`config.mk`:
```
export PLATFORM = sky130hd
export DESIGN_NAME = mintime_recip_ctr
export DESIGN_NICKNAME = d
export VERILOG_FILES = /design/src/rtl/mtrc_pkg.sv /design/src/rtl/mtrc_edge_det.sv /design/src/rtl/mtrc_min_timer.sv /design/src/rtl/mtrc_accum.sv /design/src/rtl/mintime_recip_ctr.sv
export SDC_FILE = /design/constraint.sdc
export NUM_CORES = 1
export LEC_CHECK = 0
export CAP_MARGIN = 15
export CORE_ASPECT_RATIO = 0.5
export CORE_MARGIN = 2
export CORE_UTILIZATION = 50
export DETAILED_ROUTE_END_ITERATION = 7
export PLACE_DENSITY_LB_ADDON = 0.15
export SYNTH_ARGS = -nofsm -noshare
export SYNTH_HDL_FRONTEND = slang
export SYNTH_SLANG_ARGS = --single-unit
```
`constraint.sdc`:
```
create_clock -name clk_i -period 3.75 [get_ports clk_i]
set_input_delay 0.5625 -clock clk_i [delete_from_list [all_inputs] [get_ports clk_i]]
set_output_delay 0.5625 -clock clk_i [all_outputs]
set_load 0.1 [all_outputs]
```
`src/rtl/mtrc_pkg.sv`:
```
package mtrc_pkg;

  typedef enum logic [1:0] {
    ACC_CLOCKS  = 2'd0,
    ACC_LEVEL   = 2'd1,
    ACC_PERIODS = 2'd2
  } acc_mode_e;

  typedef enum logic [1:0] {
    MS_WAIT = 2'd0,
    MS_GAP  = 2'd1,
    MS_OPEN = 2'd2
  } meas_st_e;

endpackage

```
`src/rtl/mtrc_edge_det.sv`:
```
module mtrc_edge_det #(
  parameter int unsigned NUM = 2
) (
  input  logic           clk_i,
  input  logic           rst_ni,
  input  logic [NUM-1:0] sig_i,
  input  logic [NUM-1:0] any_i,
  output logic [NUM-1:0] ev_o
);

  for (genvar g = 0; g < NUM; g++) begin : g_ch
    logic prev_q;

    always_ff @(posedge clk_i or negedge rst_ni) begin
      if (!rst_ni) prev_q <= 1'b0;
      else         prev_q <= sig_i[g];
    end

    assign ev_o[g] = any_i[g] ? (sig_i[g] ^ prev_q) : (sig_i[g] & ~prev_q);

    // a rise-only event cannot repeat on the next clock
    a_r7_rise_not_twice: assert property (@(posedge clk_i) disable iff (!rst_ni)
      (!any_i[g] && ev_o[g]) |=> !(ev_o[g] && !any_i[g]));
  end

endmodule

```
`src/rtl/mtrc_min_timer.sv`:
```
module mtrc_min_timer #(
  parameter int unsigned W = 32
) (
  input  logic         clk_i,
  input  logic         rst_ni,
  input  logic         clear_i,
  input  logic         load_i,
  input  logic [W-1:0] limit_i,
  output logic         expired_o
);

  localparam logic [W-1:0] ONE = {{(W-1){1'b0}}, 1'b1};

  logic [W-1:0] left_q;

  // holds limit-1 after load, so expiry is seen exactly limit clocks after start
  always_ff @(posedge clk_i or negedge rst_ni) begin
    if (!rst_ni)              left_q <= '0;
    else if (clear_i)         left_q <= '0;
    else if (load_i)          left_q <= (limit_i == '0) ? '0 : limit_i - ONE;
    else if (left_q != '0)    left_q <= left_q - ONE;
  end

  assign expired_o = (left_q == '0);

  a_r3_stays_expired: assert property (@(posedge clk_i) disable iff (!rst_ni)
    (!load_i && expired_o) |=> expired_o);

  a_r3_no_early_expiry: assert property (@(posedge clk_i) disable iff (!rst_ni)
    (load_i && !clear_i && limit_i > ONE) |=> !expired_o);

endmodule

```
`src/rtl/mtrc_accum.sv`:
```
module mtrc_accum
  import mtrc_pkg::*;
#(
  parameter int unsigned W = 32
) (
  input  logic         clk_i,
  input  logic         rst_ni,
  input  logic         clear_i,
  input  logic         start_i,
  input  logic         run_i,
  input  acc_mode_e    mode_i,
  input  logic         hit_i,
  input  logic         period_i,
  output logic [W-1:0] acc_o
);

  localparam logic [W-1:0] ONE = {{(W-1){1'b0}}, 1'b1};

  logic [W-1:0] acc_q;
  logic         inc;

  always_comb begin
    unique case (mode_i)
      ACC_LEVEL:   inc = hit_i;
      ACC_PERIODS: inc = period_i;
      default:     inc = 1'b1;
    endcase
  end

  always_ff @(posedge clk_i or negedge rst_ni) begin
    if (!rst_ni)      acc_q <= '0;
    else if (clear_i) acc_q <= '0;
    else if (start_i) acc_q <= ONE;
    else if (run_i)   acc_q <= acc_q + {{(W-1){1'b0}}, inc};
  end

  assign acc_o = acc_q;

  a_r11_acc_nonzero: assert property (@(posedge clk_i) disable iff (!rst_ni)
    (run_i && !clear_i) |-> (acc_q != '0));

  a_r2_start_at_one: assert property (@(posedge clk_i) disable iff (!rst_ni)
    (start_i && !clear_i) |=> (acc_q == ONE));

endmodule

```
`src/rtl/mintime_recip_ctr.sv`:
```
module mintime_recip_ctr
  import mtrc_pkg::*;
#(
  parameter int unsigned CNT_W = 32
) (
  input  logic             clk_i,
  input  logic             rst_ni,
  input  logic             en_i,
  input  logic             a_i,
  input  logic             b_i,
  input  logic [1:0]       edge_sel_i,
  input  logic [1:0]       mode_i,
  input  logic [CNT_W-1:0] min_clks_i,
  input  logic             ack_i,
  output logic             done_o,
  output logic [CNT_W-1:0] result_o
);

  localparam int unsigned NUM_IN = 2;

  logic [NUM_IN-1:0] ev;
  logic              lead, trail;
  meas_st_e          st_q, st_n;
  logic              start, cap, run, new_per, expired;
  logic              lvl_q, done_q;
  logic [CNT_W-1:0]  acc, result_q;

  mtrc_edge_det #(.NUM(NUM_IN)) u_edge (
    .clk_i (clk_i),
    .rst_ni(rst_ni),
    .sig_i ({b_i, a_i}),
    .any_i ({edge_sel_i[0], edge_sel_i[1]}),
    .ev_o  (ev)
  );

  assign lead  = ev[0];
  assign trail = ev[1];

  always_comb begin
    st_n    = st_q;
    start   = 1'b0;
    cap     = 1'b0;
    run     = 1'b0;
    new_per = 1'b0;
    if (!en_i) begin
      st_n = MS_WAIT;
    end else begin
      unique case (st_q)
        MS_WAIT: if (lead) begin
          start = 1'b1;
          st_n  = MS_OPEN;
        end
        MS_GAP: begin
          run = 1'b1;
          if (lead) begin
            new_per = 1'b1;
            st_n    = MS_OPEN;
          end
        end
        MS_OPEN: begin
          run = 1'b1;
          if (trail && expired) begin
            cap = 1'b1;
            if (lead) start = 1'b1;   // contiguous restart
            else      st_n  = MS_WAIT;
          end else if (trail) begin
            if (lead) new_per = 1'b1;
            else      st_n    = MS_GAP;
          end
        end
        default: st_n = MS_WAIT;
      endcase
    end
  end

  mtrc_min_timer #(.W(CNT_W)) u_timer (
    .clk_i    (clk_i),
    .rst_ni   (rst_ni),
    .clear_i  (!en_i),
    .load_i   (start),
    .limit_i  (min_clks_i),
    .expired_o(expired)
  );

  mtrc_accum #(.W(CNT_W)) u_accum (
    .clk_i   (clk_i),
    .rst_ni  (rst_ni),
    .clear_i (!en_i),
    .start_i (start),
    .run_i   (run),
    .mode_i  (acc_mode_e'(mode_i)),
    .hit_i   (a_i == lvl_q),
    .period_i(new_per),
    .acc_o   (acc)
  );

  always_ff @(posedge clk_i or negedge rst_ni) begin
    if (!rst_ni) begin
      st_q     <= MS_WAIT;
      lvl_q    <= 1'b0;
      done_q   <= 1'b0;
      result_q <= '0;
    end else begin
      st_q <= st_n;
      if (start) lvl_q <= a_i;
      if (!en_i)      done_q <= 1'b0;
      else if (cap)   done_q <= 1'b1;
      else if (ack_i) done_q <= 1'b0;
      if (cap) result_q <= acc;
    end
  end

  assign done_o   = done_q;
  assign result_o = result_q;

  a_r1_disabled_idle: assert property (@(posedge clk_i) disable iff (!rst_ni)
    !en_i |=> (!done_o && st_q == MS_WAIT));

  a_r2_wait_for_lead: assert property (@(posedge clk_i) disable iff (!rst_ni)
    (en_i && st_q == MS_WAIT && !lead) |=> (st_q == MS_WAIT));

  a_r8_contiguous: assert property (@(posedge clk_i) disable iff (!rst_ni)
    (en_i && cap && lead) |=> (st_q == MS_OPEN));

  a_r9_done_holds: assert property (@(posedge clk_i) disable iff (!rst_ni)
    (done_o && en_i && !ack_i) |=> done_o);

  a_r10_no_trail_no_change: assert property (@(posedge clk_i) disable iff (!rst_ni)
    !trail |=> $stable(result_o));

  a_r11_result_nonzero: assert property (@(posedge clk_i) disable iff (!rst_ni)
    done_o |-> (result_o != '0));

endmodule

```
==> key figures, run 1 <==
STA
  – Fmax: 317.0 MHz
  – Worst-margin pin slew: roughly 0.97 ns
  – Slew margin rel.: 0.3528
  – Setup TNS: 0 ns
  – Final worst-path cycle share: 0.8412
  – RSZ-0062 raised after global routing: false
  – Min cycle time layout: about 3.2 ns
  – Final setup skew: around 0.0075 ns
  – # setup viols final: 0
  – Final Hold Viols: 0
  – Final Slew Violations: 0

Setup path
  – Reg-to-reg startpoint: u_timer.left_q[0]$_DFFE_PN0P_
  – Worst reg2reg path depth: 12
  – Top Family by Delay on Critical Path: simple AND/OR/NAND/NOR gates
  – Critical Path End: u_accum.acc_o[16]$_DFFE_PN0P_
  – Crit path cell chain: clkdlybuf4s50_1 > ha_1 > nand2b_1 > a21boi_0 > a21oi_1 > o21ai_0 > ha_1 > inv_1 > nor4_1 > nor2b_1 > nand3_1 > xor2_1 > nor2_1
  – CP Data Arrival Time: 3.38 ns
  – Cell mode on critical path: ha_1
  – CP Max Fanout: 3
  – Worst path slowest cell: clkdlybuf4s50_1
  – Crit start category: input port
  – Buf/Inv on CP: 2
  – Reg2reg end: u_accum.acc_o[21]$_DFFE_PN0P_
  – CP Data Required Time: a little under 4 ns
  – R2R setup slack: 0.81 ns
  – Levels on crit path: 13
  – CP Launch Point: b_i
  – CP Class: input port to flop
  – Critical Path Sink Type: flop
  – Max incr delay on CP: approximately 0.43 ns

Floorplanning
  – Core Area: around 0.012 mm²
  – Starting Density: 0.5067
  – Rows: 28
  – # IOs: 75
  – Die area: 0.01280 mm²
  – Die W: 158.0 µm
  – Die Ht: around 81 µm

Routing
  – Detail Route Antenna Nets: 0
  – Detailed Route Iter0 Violations: approximately 290
  – First drt pass iteration count: 5
  – Final WL: roughly 12 mm
  – # DRC: 0
  – Vias post-DR: between 4000 and 5000
  – Vias per cell: 5.338
  – DR WL/cell: approximately 15 µm

Global route
  – Met3 GRT Util: 0.03842
  – GRT Total Usage: 0.2113
  – Grt total ovfl: 0
  – Largest net degree at the start of global routing: 50
  – Antenna violations before repair: 0
  – Number of global-route vias before repair: between 4000 and 5000
  – Grt met2 use: 0.3409
  – Met1 usage in global routing: 0.3025
  – First-pass GRT wire length: 21.45 mm
  – Global route hottest layer: met2

Clock tree
  – # Post-CTS Setup Buffers: 0
  – TritonCTS clock tree: built
  – Clock buffer depth: 2
  – Clock latency on the worst-skew pair: ~0.34 ns
  – H-tree depth: 3
  – CTS root buf: clkbuf_16
  – Num CTS Buffers: 9
  – Clock Sinks: approximately 100
  – Hold Buf Count CTS: 0
  – CTS-repair resized insts: 0
  – Clock-pin slew on the worst setup and hold paths: ~0.070 ns

Layout
  – Ant. Diodes: 0
  – Share of cells above drive strength 1: 0.1205
  – Area Overhead vs Synth: 20.93%
  – Cell area after layout: 0.007171 mm²
  – Layout Nets: 740
  – Finished Layout Cells: 854

Job
  – Max-cap violations: 0

Pwr
  – Max VDD drop: between 0.2 and 0.3 mV
  – Pwr Density: about 530 mW/mm²
  – Leak: 2.984 nW
  – Final Power: roughly 3.8 mW

Min path
  – Hold Crit Class: input port to async pin

Placement
  – Final HPWL DP: between 9 and 10 mm
  – Final GP Congestion: about 0.8
  – Placed cell areas: ~0.007 mm²
  – Placed cell count: ~840
  – Port Buffer Count: 74

Synth
  – FFs w/ async S/R, synth: 1.000
  – FF+latch count, synth: roughly 100
  – Synth Net Count: ~660
  – Gate Count Post-Synth: a little over 600
  – Synthesized area: 0.005929 mm²
  – Ys flop type: dfrtp_1
  – Ys Warns: 0
  – Avg Cell Area, Syn: 9.768 µm²
  – Sequential share of the synthesized area: 0.4305
  – Unique masters post-synth: 54
  – Number of synthesized flops with an enable pin: 0

Outcome
  – Status: completed
[state kept, by name, indices dropped and copies added (netlist names)]
register	cells
done_o	1
lvl_q	1
result_o	32
st_q	2
u_accum.acc_o	32
u_edge.g_ch.prev_q	2
u_timer.left_q	32
[per-layer routing]
layer,vias up,share of wire,wire [µm]
met5,-,0,0
met4,0,0.0072,90
met3,7,0.037,460
met2,94,0.45,5583
met1,2164,0.51,6347
li1,2294,-,-
[kinds of logic (layout without fill, tap and decap cells)]
logic type	Yosys count	in the layout	synth area share
multiplexers	32	32	0.06014
AND/OR/NAND/NOR	261	261	0.2365
adder cells (fa/ha/maj)	14	14	0.02954
XOR/XNOR	86	86	0.1270
flip-flops	102	102	0.4305
buffers and inverters	43	125	0.03524
AO/OA/AOI/OAI	69	69	0.08103
[area by class of cell]
cell class / instances / area [µm²]
Fill cell: 1058 / 4531
Sequential cell: 102 / 2552
Clock buffer: 10 / 239.0
Tap cell: 165 / 206.4
Inverter: 19 / 71.32
Clock inverter: 6 / 75.07
Multi-Input combinational cell: 462 / 3168
Timing Repair Buffer: 90 / 858.3
[report_power, final]
| part | switching [mW] | total (mW) | internal, mW |
|---|---|---|---|
| clock network | 0.421 | 0.967 | 0.546 |
| logic | 0.808 | 1.42 | 0.616 |
| registers | 0.169 | 1.42 | 1.25 |
[worst min path at each step]
stage / cells past startpoint / endpoint / start / slack, ns
2_1_floorplan: 0 / done_o$_DFFE_PN0P_ / rst_ni / 0.27
3_3_place_gp: 2 / result_o[28]$_DFFE_PN0P_ / result_o[28]$_DFFE_PN0P_ / 0.47
3_5_place_dp: 2 / result_o[28]$_DFFE_PN0P_ / result_o[28]$_DFFE_PN0P_ / 0.47
4_1_cts: 1 / u_timer.left_q[13]$_DFFE_PN0P_ / rst_ni / 0.24
5_1_grt: 1 / u_timer.left_q[13]$_DFFE_PN0P_ / rst_ni / 0.27
6_report: 1 / u_timer.left_q[13]$_DFFE_PN0P_ / rst_ni / 0.23
[cell usage after synthesis, types with 5 or more instances]
cell / n / area (µm²)
a21oi_1: 28 / 140.1
nand2_1: 49 / 183.9
ha_1: 14 / 175.2
nor3_1: 28 / 140.1
a211oi_2: 7 / 87.58
nand3_1: 30 / 150.1
buf_2: 8 / 40.04
nor4_1: 14 / 87.58
or3_1: 8 / 50.05
xor2_1: 42 / 367.9
o21ai_0: 8 / 40.04
nand4_1: 16 / 100.1
a211oi_1: 10 / 75.07
xnor2_1: 44 / 385.4
dfrtp_1: 102 / 2552
or4_1: 5 / 37.54
mux2_2: 27 / 304.0
clkbuf_1: 10 / 37.54
nand3b_1: 7 / 52.55
inv_1: 19 / 71.32
nor2_1: 67 / 251.5
[per-stage QoR]
stage          hold slack [ns]  utilization  worst slack, ns
6_report                0.2257       0.6128           0.5955
3_5_place_dp            0.4729       0.5860           0.2528
2_1_floorplan           0.2669            -           0.7084
4_1_cts                 0.2449       0.6128           0.5951
3_3_place_gp            0.4656       0.5860           0.3731
5_1_grt                 0.2719       0.6128           0.3305
[layout by cell type (no fill, tap or decap), drive strengths merged, types with 2 or more instances in the layout]
cell / n
a211oi: 17
a21boi: 6
a21oi: 29
and3: 5
and4: 3
buf: 17
clkbuf: 10
clkdlybuf4s50: 73
dfrtp: 102
ha: 14
inv: 22
mux2: 29
mux2i: 3
nand2: 49
nand2b: 4
nand3: 30
nand3b: 7
nand4: 16
nand4b: 4
nor2: 67
nor2b: 2
nor3: 28
nor4: 20
o21ai: 8
o31ai: 2
or2: 5
or3: 8
or4: 7
xnor2: 44
xor2: 42
Power figures use the tool's default switching activity.
==> run 2, diff against run 1 <==
- clock period: 3.75 -> 2.9 ns (I/O delays scaled with it)
==> run 2 against run 1 <==
Critical path depth fell by 5. Sequential power rose by 30%. Final area rose by 3.2%. Critical endpoint is now u_timer.left_q[30]$_DFFE_PN0P_. Critical path type is now flop to flop. Via count rose by 2.7%. Worst hold slack got worse by 0.13 ns. Routed wire length rose by 3.3%. Global-route usage rose by 0.16 points. Die area did not move.
==> key figures, run 2 (same netlist as run 1, synthesis figures left out) <==
Outcome
  – Status: completed

Setup path
  – Worst path slowest cell: or4_4
  – CP Max Fanout: 7 (+4)
  – Crit path cell chain: or4_4 > nor4_4 > buf_4 > a41oi_2 > or2_0 > buf_4 > a311oi_1 > a211oi_1
  – CP Data Required Time: 3.12 ns (-0.85 ns)
  – Crit start category: flop
  – Critical Path Sink Type: flop
  – Max incr delay on CP: 0.58 ns (+0.15 ns)
  – Cell mode on critical path: buf_4
  – CP Class: flop to flop
  – CP Data Arrival Time: 2.94 ns (-0.44 ns)

Layout
  – Commonest non-fill, non-tap cell in the layout: dfrtp_1
  – Commonest cells after routing, fill and taps aside: dfrtp_1 (102), buf_4 (82), nor2_1 (67)
  – Core Util, Final: 0.6327 (+0.01989)
  – Area Overhead vs Synth: 24.86%
  – Layout Nets: 774 (+4.6%)
  – Ant. Diodes: 0 (unchanged)
  – Share of cells above drive strength 1: 0.2188 (+0.09837)
  – Fill cells: 1004 (-5.1%)

Routing
  – # DRC: 0 (unchanged)
  – Detail Route Antenna Nets: 0 (unchanged)
  – Detailed Route Iter0 Violations: 226 (-21%)
  – Vias per cell: 5.277 (-1.1%)
  – Final WL: 12.89 mm (+3.3%)
  – Vias post-DR: 4681 (+2.7%)
  – First drt pass iteration count: 4 (-1)
  – DR WL/cell: 14.54 µm (-0.53%)

Clock tree
  – # Post-CTS Setup Buffers: 0 (unchanged)
  – Hold Buf Count CTS: 0 (unchanged)
  – Clock latency on the worst-skew pair: 0.35 ns (about the same)
  – Clock-pin slew on the worst setup and hold paths: 0.07 ns (about the same)
  – H-tree depth: 3 (unchanged)
  – Num CTS Buffers: 9 (unchanged)
  – CTS root buf: clkbuf_16
  – Clock buffer depth: 2 (unchanged)
  – Clock Sinks: 102 (unchanged)
  – TritonCTS clock tree: built

Placement
  – Final HPWL DP: 9.476 mm (+3.5%)
  – Port Buffer Count: 74 (unchanged)
  – Pre-CTS setup slack: -0.3902 ns (-0.6429 ns)
  – Final GP Congestion: 0.8335 (+2.5%)

Floorplanning
  – Core Area: 0.01170 mm² (unchanged)
  – Rows: 28 (unchanged)
  – # IOs: 75 (unchanged)
  – Die W: 158.0 µm (unchanged)
  – Starting Density: 0.5067 (unchanged)
  – Die area: 0.01280 mm² (unchanged)
  – Die Ht: 81.01 µm (unchanged)

Global route
  – Number of global-route vias before repair: 4388 (-0.70%)
  – Antenna violations before repair: 0 (unchanged)
  – Largest net degree at the start of global routing: 47 (-6.0%)
  – First-pass GRT wire length: 21.41 mm (-0.16%)
  – GRT Total Usage: 0.2129 (+0.001601)
  – Grt total ovfl: 0 (unchanged)

Job
  – Max-cap violations: 0 (unchanged)

Pwr
  – Max VDD drop: 0.3377 mV (+32%)
  – Pwr Density: 708.1 mW/mm² (+33%)
  – Leak: 3.233 nW (+8.3%)
  – Final Power: 5.242 mW (+38%)

STA
  – # setup viols final: 0 (unchanged)
  – Final setup skew: 0.007149 ns (-0.0003501 ns)
  – Final worst slack: 0.1820 ns (-0.4136 ns)
  – Min cycle time layout: 2.718 ns
  – RSZ-0062 raised after global routing: false
  – Final Hold Viols: 0 (unchanged)
  – Fmax: between 300 and 400 MHz
  – Final Slew Violations: 0 (unchanged)
  – Setup TNS: 0 ns (unchanged)
  – Worst-margin pin slew: 0.6163 ns (-0.3515 ns)
  – Slew margin rel.: 0.5860 (+0.2333)
  – Final worst-path cycle share: 0.9372

Min path
  – Hold Crit Class: input port to async pin
-- run 2: cell count changes in the layout (fill, tap and decap cells not counted), sizes merged --
cell,before,now
buf,17,84
clkbuf,10,9
clkdlybuf4s50,73,40
clkinv,1,2
inv,22,21
-- run 2: path summary, 6_finish.rpt --
check | startpoint | endpoint | slack (ns) | cells past startpoint
worst max-delay path | u_timer.left_q[19]$_DFFE_PN0P_ | u_timer.left_q[30]$_DFFE_PN0P_ | 0.18 | 8
worst min-delay path | rst_ni | u_timer.left_q[13]$_DFFE_PN0P_ | 0.1 | 1
worst max register to register | u_timer.left_q[19]$_DFFE_PN0P_ | u_timer.left_q[30]$_DFFE_PN0P_ | 0.18 | 8
worst min register to register | result_o[28]$_DFFE_PN0P_ | result_o[28]$_DFFE_PN0P_ | 0.48 | 2
max in group asynchronous | rst_ni | u_accum.acc_o[13]$_DFFE_PN0P_ | 2.11 | 2
min in group clk_i | result_o[28]$_DFFE_PN0P_ | result_o[28]$_DFFE_PN0P_ | 0.48 | 2
-- run 2: critical path: cells and delay by family, from the launching register on --
kind	cells	cell delay (ns)
buf+inv	2	0.40
flops	1	0.40
compound gates	3	0.51
simple gates	3	1.29
-- run 2: power by group --
part / internal, mW / switching (mW) / leakage, nW
logic: 1.05 / 1.14 / 1.69
clock network: 0.670 / 0.541 / 0.142
registers: 1.62 / 0.213 / 1.40
-- run 2: what timing repair did --
item / CTS / global route
resized for setup: 1 / 11
setup endpoints to repair: 4 / 22
pin swaps: 0 / 3
-- run 2: per-stage QoR --
| step | hold slack (ns) | std cells | area, µm² |
|---|---|---|---|
| detailed placement | 0.4711 | 872 | 7061 |
| CTS | 0.1167 | 887 | 7355 |
| finish | 0.09866 | 887 | 7403 |
| floorplan | 0.1394 | 607 | 5936 |
| global placement | 0.4678 | 872 | 7061 |
| global route | 0.1498 | 887 | 7403 |
-- run 2: layout make-up --
type | instances | area (µm²) | share of cell area
clock buffers | 9 | 225.2 | 0.03042
clock inverters | 6 | 68.82 | 0.009295
inverters | 19 | 71.32 | 0.009633
multi-input cells | 462 | 3223 | 0.4354
flip-flops and latches | 102 | 2552 | 0.3448
well taps | 165 | 206.4 | 0.02789
repair buffers | 124 | 1056 | 0.1426
-- run 2: layer usage --
metal,vias to the layer above,routed length [µm],GRT usage
met5,-,0,0
met4,0,116,0.04595
met3,10,522,0.04429
met2,86,5743,0.3352
met1,2228,6511,0.3057
li1,2357,-,-
==> run 3, diff against run 2 <==
- CORE_ASPECT_RATIO: 0.5 -> 1.1
==> run 3 against run 2 <==
First-iteration DRC count down 42%. Combinational power about the same. Power down 0.13%. Fmax down 1.2%. Non-clock buffer count down 6. Final area down 1.0%. Critical path depth up 5. Die area down 0.41%. Utilization up 0.23 points. Critical endpoint is now u_accum.acc_o[23]$_DFFE_PN0P_. Largest cell class unchanged.
==> key figures, run 3 (same netlist as run 1, synthesis figures left out) <==
Outcome
  – Status: completed

Global route
  – GRT Total Usage: 0.2120 (-0.0008839)
  – Grt met2 use: 0.3809 (+0.04568)
  – Met1 usage in global routing: 0.2548 (-0.05091)
  – Largest net degree at the start of global routing: 65 (+38%)
  – Antenna violations before repair: 0 (unchanged)
  – Met3 GRT Util: 0.02372 (-0.02057)
  – Grt total ovfl: 0 (unchanged)
  – First-pass GRT wire length: 21.59 mm (+0.84%)
  – Number of global-route vias before repair: 4718 (+7.5%)
  – Global route hottest layer: met2

Floorplanning
  – # IOs: 75 (unchanged)
  – Die area: 0.01275 mm² (-0.41%)
  – Die W: 107.8 µm (-32%)
  – Die Ht: 118.2 µm (+46%)
  – Starting Density: 0.5137 (+0.006976)
  – Rows: 41 (+46%)
  – Core Area: 0.01154 mm² (-1.4%)

STA
  – Final Slew Violations: 0 (unchanged)
  – Final setup skew: 0.007245 ns (+0.00009601 ns)
  – Final Hold Viols: 0 (unchanged)
  – Final worst-path cycle share: 0.9485 (+0.01130)
  – Worst-margin pin slew: 0.8151 ns (+0.1987 ns)
  – Min cycle time layout: 2.751 ns (+0.03278 ns)
  – RSZ-0062 raised after global routing: false
  – # setup viols final: 0 (unchanged)
  – Fmax: 363.5 MHz (-1.2%)
  – Slew margin rel.: 0.4566 (-0.1294)

Routing
  – Vias post-DR: 4763 (+1.8%)
  – # DRC: 0 (unchanged)
  – Detail Route Antenna Nets: 0 (unchanged)
  – First drt pass iteration count: 4 (unchanged)
  – Final WL: 13.05 mm (+1.2%)
  – Vias per cell: 5.506 (+4.3%)
  – DR WL/cell: 15.09 µm (+3.8%)
  – Detailed Route Iter0 Violations: 132 (-42%)

Layout
  – Ant. Diodes: 0 (unchanged)
  – Commonest non-fill, non-tap cell in the layout: dfrtp_1
  – Layout Nets: 768 (-0.78%)
  – Core Util, Final: 0.6350 (+0.002315)
  – Area Overhead vs Synth: 23.61%
  – Commonest cells after routing, fill and taps aside: dfrtp_1 (102), buf_4 (74), nor2_1 (66)
  – Cell area after layout: 0.007330 mm² (-1.0%)
  – Share of cells above drive strength 1: 0.2070 (-0.01184)

Setup path
  – Levels on crit path: 13 (+5)
  – CP Data Required Time: 3.14 ns (+0.02 ns)
  – Critical Path Sink Type: flop
  – CP Data Arrival Time: 2.99 ns (+0.05 ns)
  – Buf/Inv on CP: 2 (unchanged)
  – Crit path cell chain: clkdlybuf4s50_1 > ha_1 > nand2b_1 > a21boi_0 > a21oi_1 > o21ai_1 > ha_1 > inv_1 > nor3_1 > nand4_1 > nor2_1 > xnor2_1 > nor2_1
  – R2R setup slack: 0.16 ns (-0.02 ns)
  – Reg-to-reg startpoint: u_timer.left_q[16]$_DFFE_PN0P_
  – Worst reg2reg path depth: 11 (+3)
  – CP Class: input port to flop
  – Crit start category: input port
  – CP Max Fanout: 4 (-3)
  – Top Family by Delay on Critical Path: simple AND/OR/NAND/NOR gates
  – Max incr delay on CP: 0.43 ns (-0.15 ns)
  – CP Launch Point: b_i
  – Worst path slowest cell: clkdlybuf4s50_1

Pwr
  – Max VDD drop: 0.3261 mV (-3.4%)
  – Pwr Density: 714.3 mW/mm² (+0.88%)
  – Leak: 3.205 nW (-0.86%)
  – Final Power: 5.236 mW (-0.13%)

Min path
  – Hold Crit Class: input port to async pin

Clock tree
  – CTS root buf: clkbuf_16
  – Hold Buf Count CTS: 0 (unchanged)
  – Clock Sinks: 102 (unchanged)
  – TritonCTS clock tree: built
  – Clock latency on the worst-skew pair: 0.35 ns (about the same)
  – # Post-CTS Setup Buffers: 0 (unchanged)
  – H-tree depth: 3 (unchanged)
  – Clock-pin slew on the worst setup and hold paths: 0.07 ns (about the same)
  – Num CTS Buffers: 9 (unchanged)
  – CTS-repair resized insts: 0 (-1)
  – Clock buffer depth: 2 (unchanged)

Placement
  – Placed cell areas: 0.007022 mm² (-0.55%)
  – Final HPWL DP: 9.904 mm (+4.5%)
  – Port Buffer Count: 74 (unchanged)
  – Final GP Congestion: 0.8866 (+6.4%)

Job
  – Max-cap violations: 0 (unchanged)
## run 3: metal layers
| layer | wire [µm] | up-vias |
|---|---|---|
| met5 | 0 | - |
| met4 | 233 | 0 |
| met3 | 401 | 14 |
| met2 | 6875 | 106 |
| met1 | 5539 | 2298 |
| li1 | - | 2345 |
## run 3: stage by stage
stage,hold WS (ns),worst slack (ns),setup TNS [ns],cells
floorplan,0.1394,0.09637,0,607
global placement,0.4680,-0.1882,-1.706,851
detailed placement,0.4745,-0.2507,-2.315,851
CTS,0.2073,0.05073,0,865
global route,0.2376,0.0002272,0,865
finish,0.1640,0.1492,0,865
## run 3: worst paths after layout
path	end
max in group asynchronous	u_timer.left_q[9]$_DFFE_PN0P_
hold reg to reg	result_o[18]$_DFFE_PN0P_
hold / removal	result_o[25]$_DFFE_PN0P_
min in group clk_i	result_o[18]$_DFFE_PN0P_
setup reg to reg	u_accum.acc_o[21]$_DFFE_PN0P_
setup / recovery	u_accum.acc_o[23]$_DFFE_PN0P_
## run 3: final cells by class
type | instances | area, µm²
fill | 970 | 4213
multi-input combinational | 462 | 3194
sequential | 102 | 2552
timing repair buffer | 118 | 1036
clock buffer | 10 | 239.0
tap | 150 | 187.7
inverter | 19 | 71.32
clock inverter | 4 | 48.80
## run 3: power by group
part	internal, mW	switching [mW]
combinational	1.07	1.14
clock	0.681	0.510
sequential	1.62	0.208
total	3.37	1.86
